$ cat src/rtl/flash_bridge_pkg.sv
package flash_bridge_pkg;

  typedef enum logic [2:0] {
    BC_IDLE,
    BC_SETUP,
    BC_STROBE,
    BC_HOLD,
    BC_DONE
  } bus_state_t;

  typedef enum logic [1:0] {
    OP_NONE,
    OP_READ,
    OP_RAW,
    OP_PROG
  } op_t;

  typedef enum logic [2:0] {
    EN_IDLE,
    EN_ISSUE,
    EN_WAIT,
    EN_POLL_ISSUE,
    EN_POLL_WAIT
  } eng_state_t;

  localparam logic [7:0] CODE_UNLOCK1 = 8'hAA;
  localparam logic [7:0] CODE_UNLOCK2 = 8'h55;
  localparam logic [7:0] CODE_PROG    = 8'hA0;
  localparam logic [7:0] CODE_ERASE   = 8'h80;
  localparam logic [7:0] CODE_CHIP    = 8'h10;
  localparam logic [7:0] CODE_SECTOR  = 8'h30;

  localparam logic [15:0] OFS_A = 16'h5555;
  localparam logic [15:0] OFS_B = 16'h2AAA;

  localparam logic [1:0] SEL_CMD   = 2'd0;
  localparam logic [1:0] SEL_REQ   = 2'd1;
  localparam logic [1:0] SEL_RDATA = 2'd2;
  localparam logic [1:0] SEL_STAT  = 2'd3;

  localparam int REQ_READ  = 0;
  localparam int REQ_RAW   = 1;
  localparam int REQ_PROG  = 2;
  localparam int STAT_BUSY = 3;
  localparam int STAT_ERR  = 4;

endpackage

$ cat src/rtl/flash_bus_cycle.sv
module flash_bus_cycle
  import flash_bridge_pkg::*;
#(
  parameter int ADDR_W   = 24,
  parameter int DATA_W   = 8,
  parameter int T_SETUP  = 1,
  parameter int T_STROBE = 2,
  parameter int T_HOLD   = 1
) (
  input  logic              clk,
  input  logic              rst_n,
  input  logic              start,
  input  logic              is_write,
  input  logic [ADDR_W-1:0] addr_in,
  input  logic [DATA_W-1:0] data_in,
  output logic              done,
  output logic [DATA_W-1:0] rd_data,
  output logic [ADDR_W-1:0] f_addr,
  output logic [DATA_W-1:0] f_dq_out,
  output logic              f_dq_oe,
  input  logic [DATA_W-1:0] f_dq_in,
  output logic              f_ce_n,
  output logic              f_oe_n,
  output logic              f_we_n
);

  localparam int T_SH  = (T_SETUP > T_HOLD) ? T_SETUP : T_HOLD;
  localparam int T_MAX = (T_SH > T_STROBE) ? T_SH : T_STROBE;
  localparam int CNT_W = (T_MAX > 1) ? $clog2(T_MAX) : 1;
  localparam logic [CNT_W-1:0] LD_SETUP  = CNT_W'(T_SETUP - 1);
  localparam logic [CNT_W-1:0] LD_STROBE = CNT_W'(T_STROBE - 1);
  localparam logic [CNT_W-1:0] LD_HOLD   = CNT_W'(T_HOLD - 1);

  bus_state_t        st_q, st_d;
  logic [CNT_W-1:0]  cnt_q, cnt_d;
  logic              wr_q;
  logic [ADDR_W-1:0] addr_q;
  logic [DATA_W-1:0] data_q;
  logic [DATA_W-1:0] rd_q;
  logic              ld_en;
  logic              cap_en;
  logic              active;

  // next-state process
  always_comb begin
    st_d   = st_q;
    cnt_d  = cnt_q;
    ld_en  = 1'b0;
    cap_en = 1'b0;
    case (st_q)
      BC_IDLE: begin
        if (start) begin
          ld_en = 1'b1;
          st_d  = BC_SETUP;
          cnt_d = LD_SETUP;
        end
      end
      BC_SETUP: begin
        if (cnt_q == '0) begin
          st_d  = BC_STROBE;
          cnt_d = LD_STROBE;
        end else begin
          cnt_d = cnt_q - 1'b1;
        end
      end
      BC_STROBE: begin
        if (cnt_q == '0) begin
          cap_en = ~wr_q;
          st_d   = BC_HOLD;
          cnt_d  = LD_HOLD;
        end else begin
          cnt_d = cnt_q - 1'b1;
        end
      end
      BC_HOLD: begin
        if (cnt_q == '0) begin
          st_d = BC_DONE;
        end else begin
          cnt_d = cnt_q - 1'b1;
        end
      end
      default: st_d = BC_IDLE;
    endcase
  end

  // register process
  always_ff @(posedge clk or negedge rst_n) begin
    if (!rst_n) begin
      st_q  <= BC_IDLE;
      cnt_q <= '0;
    end else begin
      st_q  <= st_d;
      cnt_q <= cnt_d;
    end
  end

  always_ff @(posedge clk or negedge rst_n) begin
    if (!rst_n) begin
      wr_q   <= 1'b0;
      addr_q <= '0;
      data_q <= '0;
    end else if (ld_en) begin
      wr_q   <= is_write;
      addr_q <= addr_in;
      data_q <= data_in;
    end
  end

  always_ff @(posedge clk or negedge rst_n) begin
    if (!rst_n) begin
      rd_q <= '0;
    end else if (cap_en) begin
      rd_q <= f_dq_in;
    end
  end

  assign active   = (st_q == BC_SETUP) || (st_q == BC_STROBE) || (st_q == BC_HOLD);
  assign f_ce_n   = ~active;
  assign f_we_n   = ~((st_q == BC_STROBE) && wr_q);
  assign f_oe_n   = ~((st_q == BC_STROBE) && ~wr_q);
  assign f_dq_oe  = active && wr_q;
  assign f_addr   = addr_q;
  assign f_dq_out = data_q;
  assign done     = (st_q == BC_DONE);
  assign rd_data  = rd_q;

endmodule

$ cat src/rtl/flash_erase_detect.sv
module flash_erase_detect
  import flash_bridge_pkg::*;
#(
  parameter int MATCH_W = 15
) (
  input  logic               clk,
  input  logic               rst_n,
  input  logic               wr_evt,
  input  logic [MATCH_W-1:0] addr_lo,
  input  logic [7:0]         data,
  output logic               hit
);

  localparam logic [MATCH_W-1:0] MA = OFS_A[MATCH_W-1:0];
  localparam logic [MATCH_W-1:0] MB = OFS_B[MATCH_W-1:0];

  logic [2:0] stage_q, stage_d;
  logic       at_a, at_b;
  logic       step_ok;
  logic       restart;

  assign at_a = (addr_lo == MA);
  assign at_b = (addr_lo == MB);

  always_comb begin
    case (stage_q)
      3'd0:    step_ok = at_a && (data == CODE_UNLOCK1);
      3'd1:    step_ok = at_b && (data == CODE_UNLOCK2);
      3'd2:    step_ok = at_a && (data == CODE_ERASE);
      3'd3:    step_ok = at_a && (data == CODE_UNLOCK1);
      3'd4:    step_ok = at_b && (data == CODE_UNLOCK2);
      default: step_ok = 1'b0;
    endcase
  end

  assign hit     = (stage_q == 3'd5) &&
                   ((at_a && (data == CODE_CHIP)) || (data == CODE_SECTOR));
  assign restart = at_a && (data == CODE_UNLOCK1);

  always_comb begin
    stage_d = stage_q;
    if (wr_evt) begin
      if (hit)          stage_d = 3'd0;
      else if (step_ok) stage_d = stage_q + 3'd1;
      else if (restart) stage_d = 3'd1;
      else              stage_d = 3'd0;
    end
  end

  always_ff @(posedge clk or negedge rst_n) begin
    if (!rst_n) stage_q <= 3'd0;
    else if (wr_evt) stage_q <= stage_d;
  end

endmodule

$ cat src/rtl/flash_op_engine.sv
module flash_op_engine
  import flash_bridge_pkg::*;
#(
  parameter int ADDR_W   = 24,
  parameter int POLL_MAX = 64
) (
  input  logic              clk,
  input  logic              rst_n,
  input  logic              start,
  input  op_t               op,
  input  logic [ADDR_W-1:0] cmd_addr,
  input  logic [7:0]        cmd_data,
  output logic              bus_start,
  output logic              bus_write,
  output logic [ADDR_W-1:0] bus_addr,
  output logic [7:0]        bus_wdata,
  input  logic              bus_done,
  input  logic              bus_rd7,
  input  logic              erase_hit,
  output logic              raw_wr_evt,
  output logic              req_done,
  output logic              rd_valid,
  output logic              busy,
  output logic              err_set
);

  localparam int POLL_W = $clog2(POLL_MAX + 1);
  localparam logic [POLL_W-1:0] POLL_LAST = POLL_W'(POLL_MAX - 1);

  eng_state_t        st_q, st_d;
  op_t               op_q;
  logic [ADDR_W-1:0] addr_q;
  logic [7:0]        data_q;
  logic [1:0]        step_q, step_d;
  logic [POLL_W-1:0] poll_q, poll_d;
  logic              exp7_q, exp7_d;
  logic              busy_q, busy_d;
  logic              ld_en;
  logic              last_step;
  logic              polling;
  logic [ADDR_W-1:0] step_addr;
  logic [7:0]        step_data;

  // address/data of the current write step
  always_comb begin
    step_addr = addr_q;
    step_data = data_q;
    if (op_q == OP_PROG) begin
      case (step_q)
        2'd0: begin step_addr = ADDR_W'(OFS_A); step_data = CODE_UNLOCK1; end
        2'd1: begin step_addr = ADDR_W'(OFS_B); step_data = CODE_UNLOCK2; end
        2'd2: begin step_addr = ADDR_W'(OFS_A); step_data = CODE_PROG;    end
        default: ;
      endcase
    end
  end

  assign last_step = (op_q != OP_PROG) || (step_q == 2'd3);
  assign polling   = (st_q == EN_POLL_ISSUE) || (st_q == EN_POLL_WAIT);
  assign bus_addr  = polling ? addr_q : step_addr;
  assign bus_wdata = step_data;
  assign bus_start = (st_q == EN_ISSUE) || (st_q == EN_POLL_ISSUE);
  assign bus_write = (st_q == EN_ISSUE) && (op_q != OP_READ);

  // next-state process
  always_comb begin
    st_d       = st_q;
    step_d     = step_q;
    poll_d     = poll_q;
    exp7_d     = exp7_q;
    busy_d     = busy_q;
    ld_en      = 1'b0;
    raw_wr_evt = 1'b0;
    req_done   = 1'b0;
    rd_valid   = 1'b0;
    err_set    = 1'b0;
    case (st_q)
      EN_IDLE: begin
        if (start) begin
          ld_en  = 1'b1;
          step_d = 2'd0;
          st_d   = EN_ISSUE;
        end
      end
      EN_ISSUE: st_d = EN_WAIT;
      EN_WAIT: begin
        if (bus_done) begin
          if (!last_step) begin
            step_d = step_q + 2'd1;
            st_d   = EN_ISSUE;
          end else begin
            poll_d = '0;
            case (op_q)
              OP_READ: begin
                rd_valid = 1'b1;
                req_done = 1'b1;
                st_d     = EN_IDLE;
              end
              OP_RAW: begin
                raw_wr_evt = 1'b1;
                req_done   = 1'b1;
                if (erase_hit) begin
                  busy_d = 1'b1;
                  exp7_d = 1'b1;
                  st_d   = EN_POLL_ISSUE;
                end else begin
                  st_d = EN_IDLE;
                end
              end
              default: begin
                exp7_d = data_q[7];
                st_d   = EN_POLL_ISSUE;
              end
            endcase
          end
        end
      end
      EN_POLL_ISSUE: st_d = EN_POLL_WAIT;
      EN_POLL_WAIT: begin
        if (bus_done) begin
          if ((bus_rd7 == exp7_q) || (poll_q == POLL_LAST)) begin
            err_set  = (bus_rd7 != exp7_q);
            req_done = (op_q == OP_PROG);
            busy_d   = 1'b0;
            st_d     = EN_IDLE;
          end else begin
            poll_d = poll_q + 1'b1;
            st_d   = EN_POLL_ISSUE;
          end
        end
      end
      default: st_d = EN_IDLE;
    endcase
  end

  // register processes
  always_ff @(posedge clk or negedge rst_n) begin
    if (!rst_n) begin
      st_q   <= EN_IDLE;
      step_q <= 2'd0;
      poll_q <= '0;
      exp7_q <= 1'b0;
      busy_q <= 1'b0;
    end else begin
      st_q   <= st_d;
      step_q <= step_d;
      poll_q <= poll_d;
      exp7_q <= exp7_d;
      busy_q <= busy_d;
    end
  end

  always_ff @(posedge clk or negedge rst_n) begin
    if (!rst_n) begin
      op_q   <= OP_NONE;
      addr_q <= '0;
      data_q <= '0;
    end else if (ld_en) begin
      op_q   <= op;
      addr_q <= cmd_addr;
      data_q <= cmd_data;
    end
  end

  assign busy = busy_q;

endmodule

$ cat src/rtl/flash_reg_bridge.sv
module flash_reg_bridge
  import flash_bridge_pkg::*;
#(
  parameter int ADDR_W   = 24,
  parameter int T_SETUP  = 1,
  parameter int T_STROBE = 2,
  parameter int T_HOLD   = 1,
  parameter int POLL_MAX = 64,
  parameter int MATCH_W  = 15
) (
  input  logic              clk,
  input  logic              rst_n,
  input  logic              host_we,
  input  logic [1:0]        host_sel,
  input  logic [31:0]       host_wdata,
  output logic [31:0]       host_rdata,
  output logic [ADDR_W-1:0] flash_addr,
  output logic [7:0]        flash_dq_out,
  output logic              flash_dq_oe,
  input  logic [7:0]        flash_dq_in,
  output logic              flash_ce_n,
  output logic              flash_oe_n,
  output logic              flash_we_n
);

  localparam int DATA_LSB = 24;

  logic [1:0]        rst_sync_q;
  logic              arst_n;
  logic [31:0]       cmd_q;
  logic [2:0]        req_q, req_d;
  logic [7:0]        rd_q;
  logic              err_q;
  logic              cmd_en, req_en, rd_en, err_en;
  logic              req_wr, req_onehot, accept;
  op_t               start_op;

  logic              bus_start, bus_write, bus_done;
  logic [ADDR_W-1:0] bus_addr;
  logic [7:0]        bus_wdata, bus_rdata;
  logic              erase_hit, raw_wr_evt;
  logic              req_done, rd_valid, eng_busy, err_set;

  // reset: asserted asynchronously, released on the clock
  always_ff @(posedge clk or negedge rst_n) begin
    if (!rst_n) rst_sync_q <= 2'b00;
    else        rst_sync_q <= {rst_sync_q[0], 1'b1};
  end
  assign arst_n = rst_sync_q[1];

  // request admission
  assign req_wr     = host_we && (host_sel == SEL_REQ);
  assign req_onehot = (host_wdata[2:0] == 3'b001) || (host_wdata[2:0] == 3'b010) ||
                      (host_wdata[2:0] == 3'b100);
  assign accept     = req_wr && req_onehot && (req_q == 3'b000) && !eng_busy;

  always_comb begin
    if (host_wdata[REQ_READ])      start_op = OP_READ;
    else if (host_wdata[REQ_RAW])  start_op = OP_RAW;
    else                           start_op = OP_PROG;
  end

  always_comb begin
    req_d = req_q;
    if (req_done)    req_d = 3'b000;
    else if (accept) req_d = host_wdata[2:0];
  end

  assign cmd_en = host_we && (host_sel == SEL_CMD);
  assign req_en = req_done || accept;
  assign rd_en  = rd_valid;
  assign err_en = err_set;

  always_ff @(posedge clk or negedge arst_n) begin
    if (!arst_n) cmd_q <= '0;
    else if (cmd_en) cmd_q <= host_wdata;
  end

  always_ff @(posedge clk or negedge arst_n) begin
    if (!arst_n) req_q <= 3'b000;
    else if (req_en) req_q <= req_d;
  end

  always_ff @(posedge clk or negedge arst_n) begin
    if (!arst_n) rd_q <= 8'h00;
    else if (rd_en) rd_q <= bus_rdata;
  end

  always_ff @(posedge clk or negedge arst_n) begin
    if (!arst_n) err_q <= 1'b0;
    else if (err_en) err_q <= 1'b1;
  end

  // register read mux
  always_comb begin
    host_rdata = 32'h0;
    case (host_sel)
      SEL_CMD:   host_rdata = cmd_q;
      SEL_REQ:   host_rdata[2:0] = req_q;
      SEL_RDATA: host_rdata[7:0] = rd_q;
      default: begin
        host_rdata[STAT_BUSY] = eng_busy;
        host_rdata[STAT_ERR]  = err_q;
      end
    endcase
  end

  flash_op_engine #(
    .ADDR_W   (ADDR_W),
    .POLL_MAX (POLL_MAX)
  ) u_engine (
    .clk        (clk),
    .rst_n      (arst_n),
    .start      (accept),
    .op         (start_op),
    .cmd_addr   (cmd_q[ADDR_W-1:0]),
    .cmd_data   (cmd_q[DATA_LSB +: 8]),
    .bus_start  (bus_start),
    .bus_write  (bus_write),
    .bus_addr   (bus_addr),
    .bus_wdata  (bus_wdata),
    .bus_done   (bus_done),
    .bus_rd7    (bus_rdata[7]),
    .erase_hit  (erase_hit),
    .raw_wr_evt (raw_wr_evt),
    .req_done   (req_done),
    .rd_valid   (rd_valid),
    .busy       (eng_busy),
    .err_set    (err_set)
  );

  flash_erase_detect #(
    .MATCH_W (MATCH_W)
  ) u_erase (
    .clk     (clk),
    .rst_n   (arst_n),
    .wr_evt  (raw_wr_evt),
    .addr_lo (bus_addr[MATCH_W-1:0]),
    .data    (bus_wdata),
    .hit     (erase_hit)
  );

  flash_bus_cycle #(
    .ADDR_W   (ADDR_W),
    .DATA_W   (8),
    .T_SETUP  (T_SETUP),
    .T_STROBE (T_STROBE),
    .T_HOLD   (T_HOLD)
  ) u_bus (
    .clk      (clk),
    .rst_n    (arst_n),
    .start    (bus_start),
    .is_write (bus_write),
    .addr_in  (bus_addr),
    .data_in  (bus_wdata),
    .done     (bus_done),
    .rd_data  (bus_rdata),
    .f_addr   (flash_addr),
    .f_dq_out (flash_dq_out),
    .f_dq_oe  (flash_dq_oe),
    .f_dq_in  (flash_dq_in),
    .f_ce_n   (flash_ce_n),
    .f_oe_n   (flash_oe_n),
    .f_we_n   (flash_we_n)
  );

endmodule

$ cat config.mk
export PLATFORM = sky130hd
export DESIGN_NAME = flash_reg_bridge
export DESIGN_NICKNAME = d
export VERILOG_FILES = /design/src/rtl/flash_bridge_pkg.sv /design/src/rtl/flash_bus_cycle.sv /design/src/rtl/flash_erase_detect.sv /design/src/rtl/flash_op_engine.sv /design/src/rtl/flash_reg_bridge.sv
export SDC_FILE = /design/constraint.sdc
export NUM_CORES = 1
export LEC_CHECK = 0
export BUFFER_PORTS_ARGS = -buffer_cell sky130_fd_sc_hd__buf_2
export CAP_MARGIN = 5
export CORE_MARGIN = 4
export CORE_UTILIZATION = 30
export DETAILED_ROUTE_END_ITERATION = 10
export PLACE_DENSITY = 0.52
export SKIP_CTS_REPAIR_TIMING = 1
export SYNTH_ARGS = -nofsm -noshare
export SYNTH_HDL_FRONTEND = slang
export SYNTH_SLANG_ARGS = --single-unit
$ cat constraint.sdc
create_clock -name clk -period 9.1 [get_ports clk]
set_input_delay 0.91 -clock clk [delete_from_list [all_inputs] [get_ports clk]]
set_output_delay 0.91 -clock clk [all_outputs]
set_load 0.02 [all_outputs]
After elaboration in Yosys (flattened, before gate mapping):

Index checks and enable logic that the tools add are counted.
Widths: inputs -> output; s select.

* flip-flop bits (word level): 142
* input bits: 45
* output and inout port bits: 68
* word-level logic and storage cells: 201

* add/sub/neg operators: 4
* equality and inequality tests: 50
* muxes and demuxes: 74
* bitwise gates (word level): 5
* reductions and logical operators: 48

Operators by type and width (count)
* $mux 24: 3
* $pmux 24 s2: 1
* $mux 3: 12
* $mux 1: 33
* $mux 7: 4
* $ne 2x2->1 const B: 13
* $pmux 8 s3: 1
* $eq 3x2->1 const B: 7
* $eq 8x8->1 const B: 2
* $eq 15x14->1 const B: 1
* $eq 15x15->1 const B: 1
* $eq 3x3->1 const B: 5
* $pmux 3 s5: 1
* $logic_and 1x1->1: 14
* $pmux 7 s2: 1
* $eq 3x1->1 const B: 4
* $logic_not 3->1: 4
* $mux 2: 6
* $pmux 3 s2: 2
* $pmux 3 s4: 1
* $eq 2x2->1 const B: 5
* $logic_or 1x1->1: 10
* $reduce_and 5->1: 2
* $reduce_or 2->1: 5
* other kinds (27): 43

Longest topological paths before layout:

Gate-level depths: netlist of the first run.

* depth after elaboration: 14
* gate-level depth with buffers: 9
* depth with buffers taken out: 8

Cells and area by module:

A second synthesis of the first run with hierarchy kept.

* cells, all modules: 573
* area, all modules: 7254.5 µm²

Modules (own cells, without submodules)
* flash_op_engine: instances 1, cells an instance 246, area an instance 2635.0 µm², seq. area each 1201.2 µm²
* flash_reg_bridge: instances 1, cells an instance 160, area an instance 2240.9 µm², seq. area each 1151.1 µm²
* flash_bus_cycle: instances 1, cells an instance 116, area an instance 1920.6 µm², seq. area each 1126.1 µm²
* flash_erase_detect: instances 1, cells an instance 51, area an instance 457.9 µm², seq. area each 75.1 µm²

Worst setup path before layout of the first run:

No wires, ideal clock.

* kind: input -> output
* start point: in host_sel[0]
* end point: out host_rdata[3]
* arrival time: 1.897 ns
* required time: 8.190 ns
* path slack: 6.293 ns
* stages on the path: 3
* buffers on the path: 1
* path through: clkbuf_1 mux2_2 a22o_1

* cells in the longest elaborated chain, start to end: 2
* elaborated cells on any way between the ends: 4
* classes of those cells: eq/ne (2); mux (1); reduce/logical (1)

RTL lines
* from (decl): RTL line flash_reg_bridge.sv:14 `input logic [1:0] host_sel,`
* $eq 2x2->1 (tied with other cells): RTL line flash_reg_bridge.sv:97 `case (host_sel)`
* $pmux 2 s3 *: RTL line flash_reg_bridge.sv:97
* to (decl): RTL line flash_reg_bridge.sv:16 `output logic [31:0] host_rdata,`

Mark *: on every way between the ends. The rest lies on a longest branch, timed or not.

Worst setup path after layout of the first run:

* start point: in host_sel[1]
* end point: out host_rdata[4]

Same word-level chain as after synthesis.

==> results of run 1 <==
worst paths after layout:
kind / start / end / slack, ns / depth (start not counted)
max: host_sel[1] / host_rdata[4] / 5.83 / 4
min: rst_n / rst_sync_q[1] / 0.25 / 1
max in group asynchronous: rst_sync_q[1] / u_bus.st_q[0] / 7.05 / 2
max reg2reg: u_engine.step_q[0] / u_erase.stage_q[0] / 6.21 / 7
min in group clk: rst_sync_q[0] / rst_sync_q[1] / 0.35 / 0
min reg2reg: rst_sync_q[1] / cmd_q[30] / 0.25 / 0
worst register-to-register path: cells and delay by family, from the launching register on:
kind	cells	cell delay [ns]
simple gates	3	1.49
compound gates	3	0.66
fa+ha+maj	1	0.25
flops	1	0.43
synth_stat cells, drive strengths merged (4+ instances only):
| library cell | count |
|---|---|
| nand2b | 4 |
| nor4 | 4 |
| o21ai | 63 |
| dfrtp | 142 |
| and3 | 4 |
| nand3 | 9 |
| nor2 | 31 |
| mux2 | 82 |
| o31ai | 4 |
| clkbuf | 21 |
| inv | 16 |
| buf | 8 |
| nor3 | 8 |
| a21oi | 28 |
| xnor2 | 4 |
| and2 | 27 |
| mux2i | 8 |
| ha | 13 |
| nor2b | 5 |
| nand2 | 63 |
| or3 | 4 |
layer usage:
layer	up-vias	global-route usage	share of wire
li1	2318	-	-
met1	2337	0.199	0.50
met2	121	0.192	0.42
met3	12	0.0511	0.070
met4	0	0.0410	0.0092
met5	-	0	0
sequential cells by signal, indices dropped and copies added, names as in the netlist, 7 cells and up:
| name | count |
|---|---|
| cmd_q | 32 |
| u_bus.f_addr | 24 |
| u_engine.addr_q | 24 |
| rd_q | 8 |
| u_bus.f_dq_out | 8 |
| u_bus.rd_data | 8 |
| u_engine.data_q | 8 |
| u_engine.poll_q | 7 |
layout by cell type, fill, tap and decap left out, drive strengths merged, types with 13 or more instances in the layout:
cell    instances
a21oi          28
inv            19
nor2           31
dfrtp         142
nand2          63
o21ai          63
clkbuf         21
ha             13
buf           116
and2           27
mux2           82
cells by family (layout without fill, tap and decap cells):
family,Yosys count,in the layout,share of synthesized area
XOR/XNOR,5,5,0.00656
AO/OA/AOI/OAI,122,122,0.111
flip-flops,142,142,0.532
buffers and inverters,45,164,0.0290
multiplexers,90,90,0.150
AND/OR/NAND/NOR,180,180,0.146
adder cells (fa/ha/maj),13,13,0.0244
other,1,1,0.000562
cell type report:
cell class / count / area (µm²)
clock buffer: 21 / 470
clock inverter: 11 / 131
fill: 2243 / 13800
inverter: 16 / 60.1
multi-input combinational: 411 / 2930
sequential: 142 / 3560
tap: 280 / 350
timing repair buffer: 116 / 591
power by group:
group          internal (mW)  switching [mW]  total, mW
clock network          0.428           0.276      0.704
logic                  0.298           0.451      0.750
registers              0.818           0.159      0.977
total                   1.54           0.886       2.43
stage by stage:
step           area, µm²   util  std cells
2_1_floorplan       6680      -        598
3_3_place_gp        7490  0.342        965
3_5_place_dp        7490  0.342        965
4_1_cts             8090  0.370        997
5_1_grt             8090  0.370        997
6_report            8090  0.370        997
==> summary.txt, run 1 <==
Drt
  – DRT Pass-1 Iters: 4
  – Routed vias: 4,788
  – Routed length per placed instance: around 16 µm
  – Antenna Nets Post-Route: 0
  – DRC Markers: 0
  – Initial drt markers: around 240
  – Via-per-instance ratio: 4.80
  – Post-Route WL: 16.4 mm

Die
  – Chip width: between 150 and 200 µm
  – Initial Util: 0.305
  – Die ar.: approximately 25,000 µm²
  – CORE AREA: 21,900 µm²
  – Die Y: between 150 and 200 µm
  – # rows: 54
  – IO Count: 113

Clock network
  – Sinks on the clock net: 142
  – H-tree levels: 4
  – Num CTS Buffers: 17
  – Maximum root-to-sink buffer count: 2
  – Clock Pin Slew Worst Setup and Hold Paths: ~0.07 ns
  – Clock Latency Late Sink: between 0.4 and 0.5 ns
  – CTS tree: done
  – Clock root cell: clkbuf_16

STA
  – Worst slew pin tran: between 1 and 1.5 ns
  – Worst slew margin: 0.318
  – Max Clock Freq: 0.306 GHz
  – RSZ-0062 raised after global routing: no
  – Final WS setup: between 5 and 6 ns
  – Final hold slack: between 0.2 and 0.3 ns
  – Slew Limit Fails: 0
  – Final setup vio count: 0
  – Clock skew: around 0.02 ns
  – Setup_tns: 0 ns
  – Tmin final: between 3 and 4 ns
  – Final hold violations: 0
  – Final worst path period share: 0.360

Logic synthesis
  – Seq cells post-synth: between 100 and 150
  – Distinct cells, synth: 65
  – Synth Instances: around 600
  – Post-synth ARST share: 1.00
  – Synth warnings: 0
  – Post-synth top area share: 0.532
  – Number of flops mapped to enable cells by yosys: 0
  – Post-Syn Area per Cell: roughly 11 µm²
  – Ranking of synthesized cells by area: dfrtp_1 53%, mux2_2 14%, o21ai_0 4.6%
  – Post-synth top flop: dfrtp_1
  – Syn_nets: 656
  – Post-Syn Area: roughly 6700 µm²
  – Sequential-to-total area share from yosys stat: 0.532
  – Synth area leader: dfrtp_1

Setup path
  – CP max stage delay: about 0.81 ns
  – Crit path capture type: output pin
  – Delay-heaviest family, CP: simple AND/OR/NAND/NOR gates
  – CP Cell Sequence: buf_2 -> nor2_2 -> a22o_1 -> buf_2
  – CP Class: input pin to output pin
  – Critical Path Source Type: input pin
  – CP arrival: 2.36 ns
  – CP bufs+invs: 2
  – Crit path required time: roughly 8 ns
  – Most used cell, CP: buf_2
  – Worst-path fanout max: 27
  – CP max-delay cell: nor2_2

Finish
  – ANT cells: 0
  – Area Growth Syn to Fin: 21.2%
  – Final Net Count: about 760
  – Fraction of layout cells with a size suffix above 1: 0.346

Global route
  – Wire length of the first global-routing pass: around 27 mm
  – GR Overflow Total: 0
  – Initial antenna violation count: 0
  – Vias in the first global route: 4,929
  – Largest net degree at the start of global routing: 67
  – All-Layer GR Usage: 0.138

Placement
  – Port Buffers: 112
  – Hpwl dp: around 11 mm
  – DP Worst Slack: ~5.6 ns
  – GP Congestion: a little under 0.8

Power and ir drop
  – Power, Total: 2.43 mW
  – VDD IR max: ~100 µV
  – PwrDens: 300 nW/µm²
  – Leakage: 3.77 nW

Job
  – Max-Cap Viols: 0

Run status
  – Status: finished, final reports clean

Min path
  – Worst min-delay path category: input pin to asynchronous set/reset pin
Power figures use the tool's default switching activity.
==> run 2, diff against run 1 <==
Clock period 9.1 ns to 3.3 ns, I/O delays scaled along.
==> run 2 against run 1 <==
  * Routed wire length is 2.0% lower
  * First-iteration DRC count up 13%
  * Clock power grew to 2.7 times the previous value
  * Design area up 0.32%
  * Die area unchanged
  * Register-to-register slack worse by 5.7 ns
  * Critical path type is now flop to flop
  * Critical endpoint is now u_erase.stage_q[0]
  * Largest cell class unchanged
==> summary.txt, run 2 (synthesis gave the netlist of run 1 again) <==
Run status
  – Status: finished, final reports clean

Clock network
  – Clock root cell: clkbuf_16
  – CTS tree: done
  – H-tree levels: 4 (unchanged)
  – Sinks on the clock net: 142 (unchanged)
  – Maximum root-to-sink buffer count: 2 (unchanged)
  – Num CTS Buffers: 17 (unchanged)
  – Clock Pin Slew Worst Setup and Hold Paths: 0.07 ns (about the same)
  – Clock Latency Late Sink: 0.42 ns (about the same)

STA
  – Worst slew pin tran: 0.820 ns (-0.201 ns)
  – Final worst path period share: 0.838
  – Slew Limit Fails: 0 (unchanged)
  – Tmin final: 2.77 ns
  – Worst slew margin: 0.453 (+0.135)
  – Setup_tns: 0 ns (unchanged)
  – Final setup vio count: 0 (unchanged)
  – Max Clock Freq: approximately 0.36 GHz
  – Clock skew: 0.0135 ns (-0.00677 ns)
  – Final hold violations: 0 (unchanged)
  – RSZ-0062 raised after global routing: no

Finish
  – Largest register FFs: 32 (unchanged)
  – ANT cells: 0 (unchanged)
  – Top reg by flops: cmd_q
  – Final Net Count: 766 (+0.52%)
  – Most common cell after layout, fill and taps aside: dfrtp_1
  – Area Growth Syn to Fin: 21.6%
  – Most frequent cells in the layout: 141 x dfrtp_1, 112 x buf_2, 82 x mux2_2
  – Fraction of layout cells with a size suffix above 1: 0.347 (+0.000855)
  – Post-Layout Cell Count: 1,001 (+0.40%)
  – Post-layout util: 0.371 (+0.00120)
  – Filler instances: 2,225 (-0.80%)

Job
  – Max-Cap Viols: 0 (unchanged)

Die
  – # rows: 54 (unchanged)
  – Die ar.: 24,700 µm² (unchanged)
  – Initial Util: 0.305 (unchanged)
  – CORE AREA: 21,900 µm² (unchanged)
  – IO Count: 113 (unchanged)
  – Die Y: 157 µm (unchanged)
  – Chip width: 157 µm (unchanged)

Global route
  – All-Layer GR Usage: 0.136 (-0.00129)
  – Vias in the first global route: 4,888 (-0.83%)
  – GR Overflow Total: 0 (unchanged)
  – Largest net degree at the start of global routing: 78 (+16%)
  – Initial antenna violation count: 0 (unchanged)
  – Wire length of the first global-routing pass: 26.6 mm (-0.57%)

Power and ir drop
  – VDD IR max: 301 µV (+190%)
  – Leakage: 3.78 nW (+0.38%)
  – Clock share of power: 0.283 (-0.007)
  – Combinational share of power: 0.314 (+0.006)
  – Int Pwr: 4.23 mW (+170%)
  – Sequential share of power: 0.403 (about the same)
  – Sw Ratio: 0.366 (+0.00195)
  – Switch Pwr: 2.45 mW (+180%)
  – PwrDens: 823 nW/µm² (+170%)

Setup path
  – CP arrival: 3.11 ns (+0.75 ns)
  – Critical Path Source Type: flop
  – CP Class: flop to flop
  – Crit path required time: 3.64 ns (-4.55 ns)
  – Crit path capture type: flop
  – Worst-path fanout max: 12 (-56%)

Drt
  – Routed length per placed instance: 16.0 µm (-2.4%)
  – Via-per-instance ratio: 4.72 (-1.6%)
  – Post-Route WL: 16.0 mm (-2.0%)
  – DRC Markers: 0 (unchanged)
  – Antenna Nets Post-Route: 0 (unchanged)
  – Routed vias: 4,728 (-1.3%)
  – DRT Pass-1 Iters: 4 (unchanged)
  – Initial drt markers: 271 (+13%)

Placement
  – GP Congestion: 0.783 (-0.91%)
  – Port Buffers: 112 (unchanged)
  – Cell count after placement: 968 (+0.31%)
  – Hpwl dp: 11.5 mm (about the same)

Min path
  – Worst min-delay path category: input pin to flop
[run 2: final cells by class]
| type | count | area (µm²) | area share |
|---|---|---|---|
| timing repair buffer | 120 | 636 | 0.0783 |
| clock inverter | 12 | 136 | 0.0168 |
| tap | 280 | 350 | 0.0431 |
| inverter | 16 | 60.1 | 0.00740 |
| sequential | 142 | 3560 | 0.438 |
| clock buffer | 20 | 447 | 0.0550 |
| multi-input combinational | 411 | 2930 | 0.361 |
[run 2: final timing paths]
kind                                         start                 end  slack (ns)  cells past startpoint
worst min-delay path                host_wdata[26]           cmd_q[26]        0.13                      2
max in group asynchronous            rst_sync_q[1]            cmd_q[8]        1.92                      2
worst min register to register       rst_sync_q[1]           cmd_q[28]        0.33                      0
worst max-delay path            u_engine.step_q[0]  u_erase.stage_q[0]        0.53                      7
min in group asynchronous                    rst_n       rst_sync_q[1]        0.22                      2
worst max register to register  u_engine.step_q[0]  u_erase.stage_q[0]        0.53                      7
[run 2: through the flow]
stage / setup WS, ns / power (mW) / hold slack [ns] / instance area, µm²
2_1_floorplan: 0.942 / 4.04 / 0.0344 / 6680
3_3_place_gp: 0.658 / 4.83 / 0.117 / 7530
3_5_place_dp: 0.555 / 4.84 / 0.117 / 7530
4_1_cts: 0.531 / 6.79 / -0.345 / 8110
5_1_grt: 0.294 / 7.18 / 0.116 / 8120
6_report: 0.534 / 6.68 / 0.134 / 8120
[run 2: power groups by stage]
stage	Sequential (mW)	Combinational [mW]	Clock, mW
4_1_cts	2.70	2.13	1.95
2_1_floorplan	2.72	1.32	0
3_5_place_dp	2.72	2.12	0
3_3_place_gp	2.71	2.12	0
5_1_grt	2.78	2.36	2.04
6_report	2.69	2.10	1.89
[run 2: per-layer routing]
metal	track usage	wire length, µm	part of all wire	up-vias
met2	0.188	6760	0.42	109
met5	0	0	0	-
met3	0.0503	1270	0.079	12
li1	-	-	-	2335
met1	0.200	7850	0.49	2272
met4	0.0389	157	0.0098	0
[run 2: worst max-delay path, cell delays in order, from the launching register on]
cell and delay, ns:
dfrtp_1 0.42, ha_1 0.25, nor2b_1 0.60, and3_1 0.51, and3_1 0.23, o2111ai_1 0.13, a2111oi_0 0.41, o21bai_1 0.16
